--- src/rtl/tex_pkg.sv ---
package tex_pkg;

    // Number of diagonal directions sampled per ring.
    localparam int NCORN = 4;

    // Flat element index of a diagonal tap.
    // corner bit 1 selects the row sign, corner bit 0 the column sign (1 = positive).
    function automatic int tap_index(input int win, input int off, input int corner);
        int ctr;
        int sy;
        int sx;
        ctr = (win - 1) / 2;
        sy  = ((corner & 2) != 0) ? 1 : -1;
        sx  = ((corner & 1) != 0) ? 1 : -1;
        return (ctr + sy * off) * win + (ctr + sx * off);
    endfunction

endpackage

--- src/rtl/tex_diff_stage.sv ---
module tex_diff_stage #(
    parameter int RESP_W  = 16,
    parameter int NPAIR   = 2,
    parameter int NCORN   = 4,
    parameter int SCORE_W = 19
) (
    input  logic                                    clk,
    input  logic                                    rst_n,
    input  logic                                    valid_i,
    input  logic [SCORE_W-1:0]                      thr_i,
    input  logic [NPAIR:0][NCORN-1:0][RESP_W-1:0]   taps_i,
    output logic                                    valid_o,
    output logic [SCORE_W-1:0]                      thr_o,
    output logic [NPAIR-1:0][NCORN-1:0][RESP_W-1:0] diff_o
);

    typedef struct packed {
        logic                                    vld;
        logic [SCORE_W-1:0]                      thr;
        logic [NPAIR-1:0][NCORN-1:0][RESP_W-1:0] diff;
    } diff_st_t;

    diff_st_t st_d, st_q;

    always_comb begin
        st_d     = st_q;
        st_d.vld = valid_i;
        st_d.thr = thr_i;
        for (int p = 0; p < NPAIR; p++) begin
            for (int c = 0; c < NCORN; c++) begin
                if (taps_i[p][c] > taps_i[p+1][c])
                    st_d.diff[p][c] = taps_i[p][c] - taps_i[p+1][c];
                else
                    st_d.diff[p][c] = taps_i[p+1][c] - taps_i[p][c];
            end
        end
    end

    always_ff @(posedge clk or negedge rst_n) begin
        if (!rst_n) st_q <= '0;
        else        st_q <= st_d;
    end

    assign valid_o = st_q.vld;
    assign thr_o   = st_q.thr;
    assign diff_o  = st_q.diff;

endmodule

--- src/rtl/tex_part_stage.sv ---
module tex_part_stage #(
    parameter int RESP_W  = 16,
    parameter int NPAIR   = 2,
    parameter int NCORN   = 4,
    parameter int PART_W  = 18,
    parameter int SCORE_W = 19
) (
    input  logic                                    clk,
    input  logic                                    rst_n,
    input  logic                                    valid_i,
    input  logic [SCORE_W-1:0]                      thr_i,
    input  logic [NPAIR-1:0][NCORN-1:0][RESP_W-1:0] diff_i,
    output logic                                    valid_o,
    output logic [SCORE_W-1:0]                      thr_o,
    output logic [NPAIR-1:0][PART_W-1:0]            part_o
);

    typedef struct packed {
        logic                         vld;
        logic [SCORE_W-1:0]           thr;
        logic [NPAIR-1:0][PART_W-1:0] part;
    } part_st_t;

    part_st_t st_d, st_q;

    always_comb begin
        st_d     = st_q;
        st_d.vld = valid_i;
        st_d.thr = thr_i;
        for (int p = 0; p < NPAIR; p++) begin
            st_d.part[p] = '0;
            for (int c = 0; c < NCORN; c++)
                st_d.part[p] = st_d.part[p] + PART_W'(diff_i[p][c]);
        end
    end

    always_ff @(posedge clk or negedge rst_n) begin
        if (!rst_n) st_q <= '0;
        else        st_q <= st_d;
    end

    assign valid_o = st_q.vld;
    assign thr_o   = st_q.thr;
    assign part_o  = st_q.part;

endmodule

--- src/rtl/tex_judge_stage.sv ---
module tex_judge_stage #(
    parameter int NPAIR   = 2,
    parameter int PART_W  = 18,
    parameter int SCORE_W = 19
) (
    input  logic                         clk,
    input  logic                         rst_n,
    input  logic                         valid_i,
    input  logic [SCORE_W-1:0]           thr_i,
    input  logic [NPAIR-1:0][PART_W-1:0] part_i,
    output logic                         valid_o,
    output logic                         flag_o
);

    typedef struct packed {
        logic vld;
        logic flag;
    } judge_st_t;

    judge_st_t          st_d, st_q;
    logic [SCORE_W-1:0] score;

    always_comb begin
        score = '0;
        for (int p = 0; p < NPAIR; p++)
            score = score + SCORE_W'(part_i[p]);
        st_d      = st_q;
        st_d.vld  = valid_i;
        st_d.flag = valid_i && (score < thr_i);
    end

    always_ff @(posedge clk or negedge rst_n) begin
        if (!rst_n) st_q <= '0;
        else        st_q <= st_d;
    end

    assign valid_o = st_q.vld;
    assign flag_o  = st_q.flag;

endmodule

--- src/rtl/texture_gate.sv ---
module texture_gate #(
    parameter  int RESP_W    = 16,
    parameter  int WIN       = 9,
    parameter  int RING_BASE = 2,
    parameter  int NRING     = 3,
    localparam int NPAIR     = NRING - 1,
    localparam int PART_W    = RESP_W + $clog2(tex_pkg::NCORN),
    localparam int SCORE_W   = PART_W + $clog2(NPAIR)
) (
    input  logic                       clk,
    input  logic                       rst_n,
    input  logic                       win_valid_i,
    input  logic [WIN*WIN*RESP_W-1:0]  win_i,
    input  logic [SCORE_W-1:0]         thresh_i,
    output logic                       ok_valid_o,
    output logic                       ok_flag_o
);

    localparam int NCORN = tex_pkg::NCORN;

    logic [NPAIR:0][NCORN-1:0][RESP_W-1:0]   taps;
    logic [NPAIR-1:0][NCORN-1:0][RESP_W-1:0] diff;
    logic [NPAIR-1:0][PART_W-1:0]            part;
    logic                                    s1_vld, s2_vld;
    logic [SCORE_W-1:0]                      s1_thr, s2_thr;

    // Outermost ring must fit inside the window.
    initial begin
        if (RING_BASE + NRING - 1 > (WIN - 1) / 2)
            $error("ring offsets exceed the window");
    end

    for (genvar r = 0; r < NRING; r++) begin : g_ring
        for (genvar c = 0; c < NCORN; c++) begin : g_corn
            localparam int IDX = tex_pkg::tap_index(WIN, RING_BASE + r, c);
            assign taps[r][c] = win_i[IDX*RESP_W +: RESP_W];
        end
    end

    tex_diff_stage #(
        .RESP_W(RESP_W), .NPAIR(NPAIR), .NCORN(NCORN), .SCORE_W(SCORE_W)
    ) u_diff (
        .clk(clk), .rst_n(rst_n),
        .valid_i(win_valid_i), .thr_i(thresh_i), .taps_i(taps),
        .valid_o(s1_vld), .thr_o(s1_thr), .diff_o(diff)
    );

    tex_part_stage #(
        .RESP_W(RESP_W), .NPAIR(NPAIR), .NCORN(NCORN),
        .PART_W(PART_W), .SCORE_W(SCORE_W)
    ) u_part (
        .clk(clk), .rst_n(rst_n),
        .valid_i(s1_vld), .thr_i(s1_thr), .diff_i(diff),
        .valid_o(s2_vld), .thr_o(s2_thr), .part_o(part)
    );

    tex_judge_stage #(
        .NPAIR(NPAIR), .PART_W(PART_W), .SCORE_W(SCORE_W)
    ) u_judge (
        .clk(clk), .rst_n(rst_n),
        .valid_i(s2_vld), .thr_i(s2_thr), .part_i(part),
        .valid_o(ok_valid_o), .flag_o(ok_flag_o)
    );

endmodule

--- config.mk ---
export PLATFORM = sky130hd
export DESIGN_NAME = texture_gate
export DESIGN_NICKNAME = d
export VERILOG_FILES = /design/src/rtl/tex_pkg.sv /design/src/rtl/tex_diff_stage.sv /design/src/rtl/tex_part_stage.sv /design/src/rtl/tex_judge_stage.sv /design/src/rtl/texture_gate.sv
export SDC_FILE = /design/constraint.sdc
export NUM_CORES = 1
export LEC_CHECK = 0
export BUFFER_PORTS_ARGS = -buffer_cell sky130_fd_sc_hd__clkbuf_2
export CAP_MARGIN = 20
export CORE_AREA = 2 2 520 522
export DETAILED_ROUTE_END_ITERATION = 8
export DIE_AREA = 0 0 522 524
export GPL_TIMING_DRIVEN = 0
export PLACE_DENSITY_LB_ADDON = 0.15
export REMOVE_ABC_BUFFERS = 1
export SYNTH_ARGS = -nofsm -noshare
export SYNTH_HDL_FRONTEND = slang
export SYNTH_HIERARCHICAL = 1
export SYNTH_SLANG_ARGS = --single-unit
--- constraint.sdc ---
create_clock -name clk -period 8.89 [get_ports clk]
set_clock_uncertainty 0.1 [all_clocks]
set_input_delay 1.778 -clock clk [delete_from_list [all_inputs] [get_ports clk]]
set_output_delay 1.778 -clock clk [all_outputs]
set_load 0.02 [all_outputs]
==> results.ini <==
[sta]
report.final.setup_viol=0
max_slew.worst_pin.slew_ns=0.881
final-hold-violation-count=0
hold_slack_ns=0.248
final.setup.worst_slack_ns=4.25
maxSlewHeadroom=0.405
rsz0062_at_grt=false
final-max-slew-violation-count=0
period_needed_ns=4.64
fmax_ghz=0.215
fin_setup_tns_ns=0
final.period_utilization=0.522

[power_and_ir_drop]
vdd.ir_drop.worst_mv=0.203
cellLeakagePower_nw=13.1
pwr_dens_mw_per_mm2=308

[die]
chipWidth_um=522
die_h_um=524
rows=190
design.die.area_sq_mm=0.274
start_util=0.0830
core_area_sq_mm=0.267
io_pins=1320

[routing]
drtIter0Drc=944
route.final.wire_length_um=103000
detail_route.first_pass.iterations=5
remaining_drc_errors=0
viasPerCell=2.90
final_antenna_net_count=0
via_count=18300
routed_wire_length_per_instance_um=16.4

[clock_tree]
maximum_count_of_clock_buffers_along_a_single_path=3
cts_tree=done
clock-sinks=206
hold_buf_cts=0
clkLatencyLatePin_ns=0.64
cts_setup_buffers=0
cells_resized_by_post_cts_repair=0
htree_num_levels=1
clock_tree.root_cell=clkbuf_16
cts.clk_slew.worst_paths_ns=0.06
cts_buffers=28

[finish]
drive_gt1_frac=0.116
post_layout_nonfiller_instances=6295
layout.cells.most_common=inv_1
final_core_util=0.106
area_growth_pct=27.8
most-common-layout-cells=436 x inv_1, 318 x ha_1, 214 x clkbuf_2
num-nets-final=4427

[synth]
postSynth.asyncResetShare=1.00
syn-mean-instance-area_sq_um=8.69
yosys.area_share.xor_xnor=0.0600
synthCells=2554
postSynth.topFlopCell=dfrtp_1
post_synth_mux_area_share=0.0531
synth_compound_gate_area_share=0.203
synth.yosys.warnings=6
synth.distinct_cells=84
synth_edf_count=0
post-synth-top-area-cell=dfrtp_1
ys_top_cells_by_area=dfrtp_1 23%, ha_1 18%, inv_1 7.4%
synth_top_family_by_area=adder cells
post_synth_instance_area_sq_mm=0.0222
synth_simple_gate_area_share=0.106
yosysTopAreaCellShare=0.232
synth_fa_ha_area_frac=0.252
yosys_register_bits=206
synth_seq_area_share=0.232

[worst_setup_path]
worst-endpoint-arrival_ns=5.07
startpoint_type=input port
crit_required_ns=9.32
crit_fanout=10
end_kind=flop
critPathKind=in -> reg

[job]
cap_viol_max_count=0

[placed_design]
gp_routability_congestion=0.767
post-dp-hpwl_um=91100
placedCellCount=6232
placement.io_buffers=215
pre_cts_slack_ns=3.56

[global_route]
wire_length_of_the_first_global_routing_pass_um=146000
grt_remaining_overflow=0
grt_antenna_before_repair=74
maximum_number_of_pins_on_one_net_before_global_route_repair=97
first_global_vias=19100
grt_use_total=0.0744

[worst_hold_path]
hold_path_class=reg -> reg

[status]
status=finished, final reports clean

[worst max-delay path, stage by stage]
cell      delay (ns)
clkbuf_2        0.16
inv_1           0.09
ha_1            0.45
o21ai_0         0.37
a21oi_1         0.13
a211oi_1        0.68
o21ai_1         0.40
nand2_2         0.38
mux2_2          0.39
xnor2_1         0.24
[synthesized netlist by cell type, types with 9 or more instances]
cell type	instances
a211o_1	14
a211oi_1	17
a21o_1	91
a21oi_1	210
a221oi_1	17
a31oi_1	32
and3_1	15
buf_2	18
clkbuf_1	66
dfrtp_1	206
fa_1	81
ha_1	318
inv_1	436
mux2i_1	112
nand2_1	110
nand2b_1	38
nand3_1	52
nand4_1	33
nor2_1	90
nor2b_1	29
nor3_1	19
o211ai_1	14
o21a_1	27
o21ai_0	118
o21bai_1	41
o22ai_1	9
o31a_1	11
o31ai_1	11
or2_2	9
or3_1	9
xnor2_1	74
xor2_1	78
[logic make-up (layout without fill, tap and decap cells)]
kind of cell,count (synthesis),after routing
flops,206,206
simple gates,458,458
other cells,0,12
fa+ha+maj,399,399
xor+xnor,152,152
buf+inv,533,710
compound gates,689,689
mux,117,117
[state kept, by name, indices dropped and copies added (netlist names)]
| signal | flops |
|---|---|
| u_judge/valid_o | 1 |
| u_diff/valid_o | 1 |
| u_judge/flag_o | 1 |
| u_diff/thr_o | 19 |
| u_part/part_o | 36 |
| u_part/valid_o | 1 |
| u_diff/diff_o | 128 |
| u_part/thr_o | 19 |
[layout make-up]
type / count / area, sq um
fillers: 31100 / 239000
multi-input cells: 1815 / 15000
flip-flops and latches: 206 / 5150
well taps: 3552 / 4440
inverters: 437 / 1640
repair buffers: 222 / 1210
clock buffers: 40 / 786
clock inverters: 11 / 119
diodes: 12 / 30.0
[per-stage QoR]
stage,total power [mW],area [sq um]
floorplan,5.55,21800
global placement,7.88,27300
detailed placement,7.83,27400
CTS,9.03,28300
global route,9.79,28300
finish,8.74,28400
[final timing paths]
check | from | end | slack, ns | cells after the start
max | win_i[1124] | u_diff/diff_o[114]$_DFF_PN0_ | 4.25 | 10
min | u_diff/thr_o[5]$_DFF_PN0_ | u_part/thr_o[5]$_DFF_PN0_ | 0.25 | 0
max reg2reg | u_diff/diff_o[33]$_DFF_PN0_ | u_part/part_o[13]$_DFF_PN0_ | 4.85 | 9
min reg2reg | u_diff/thr_o[5]$_DFF_PN0_ | u_part/thr_o[5]$_DFF_PN0_ | 0.25 | 0
max in group asynchronous | rst_n | u_diff/diff_o[99]$_DFF_PN0_ | 6.52 | 3
min in group asynchronous | rst_n | u_diff/thr_o[1]$_DFF_PN0_ | 1.02 | 1
[report_power, final]
part	switching [mW]	internal, mW
sequential	0.139	1.26
clock	0.476	0.645
combinational	3.92	2.30
[metal layers]
| layer | track usage | share of wire |
|---|---|---|
| met5 | 0 | 0.0030 |
| met4 | 0.0122 | 0.019 |
| met3 | 0.0252 | 0.074 |
| met2 | 0.114 | 0.43 |
| met1 | 0.102 | 0.48 |
Note: power is estimated with default switching activity, not from simulation.
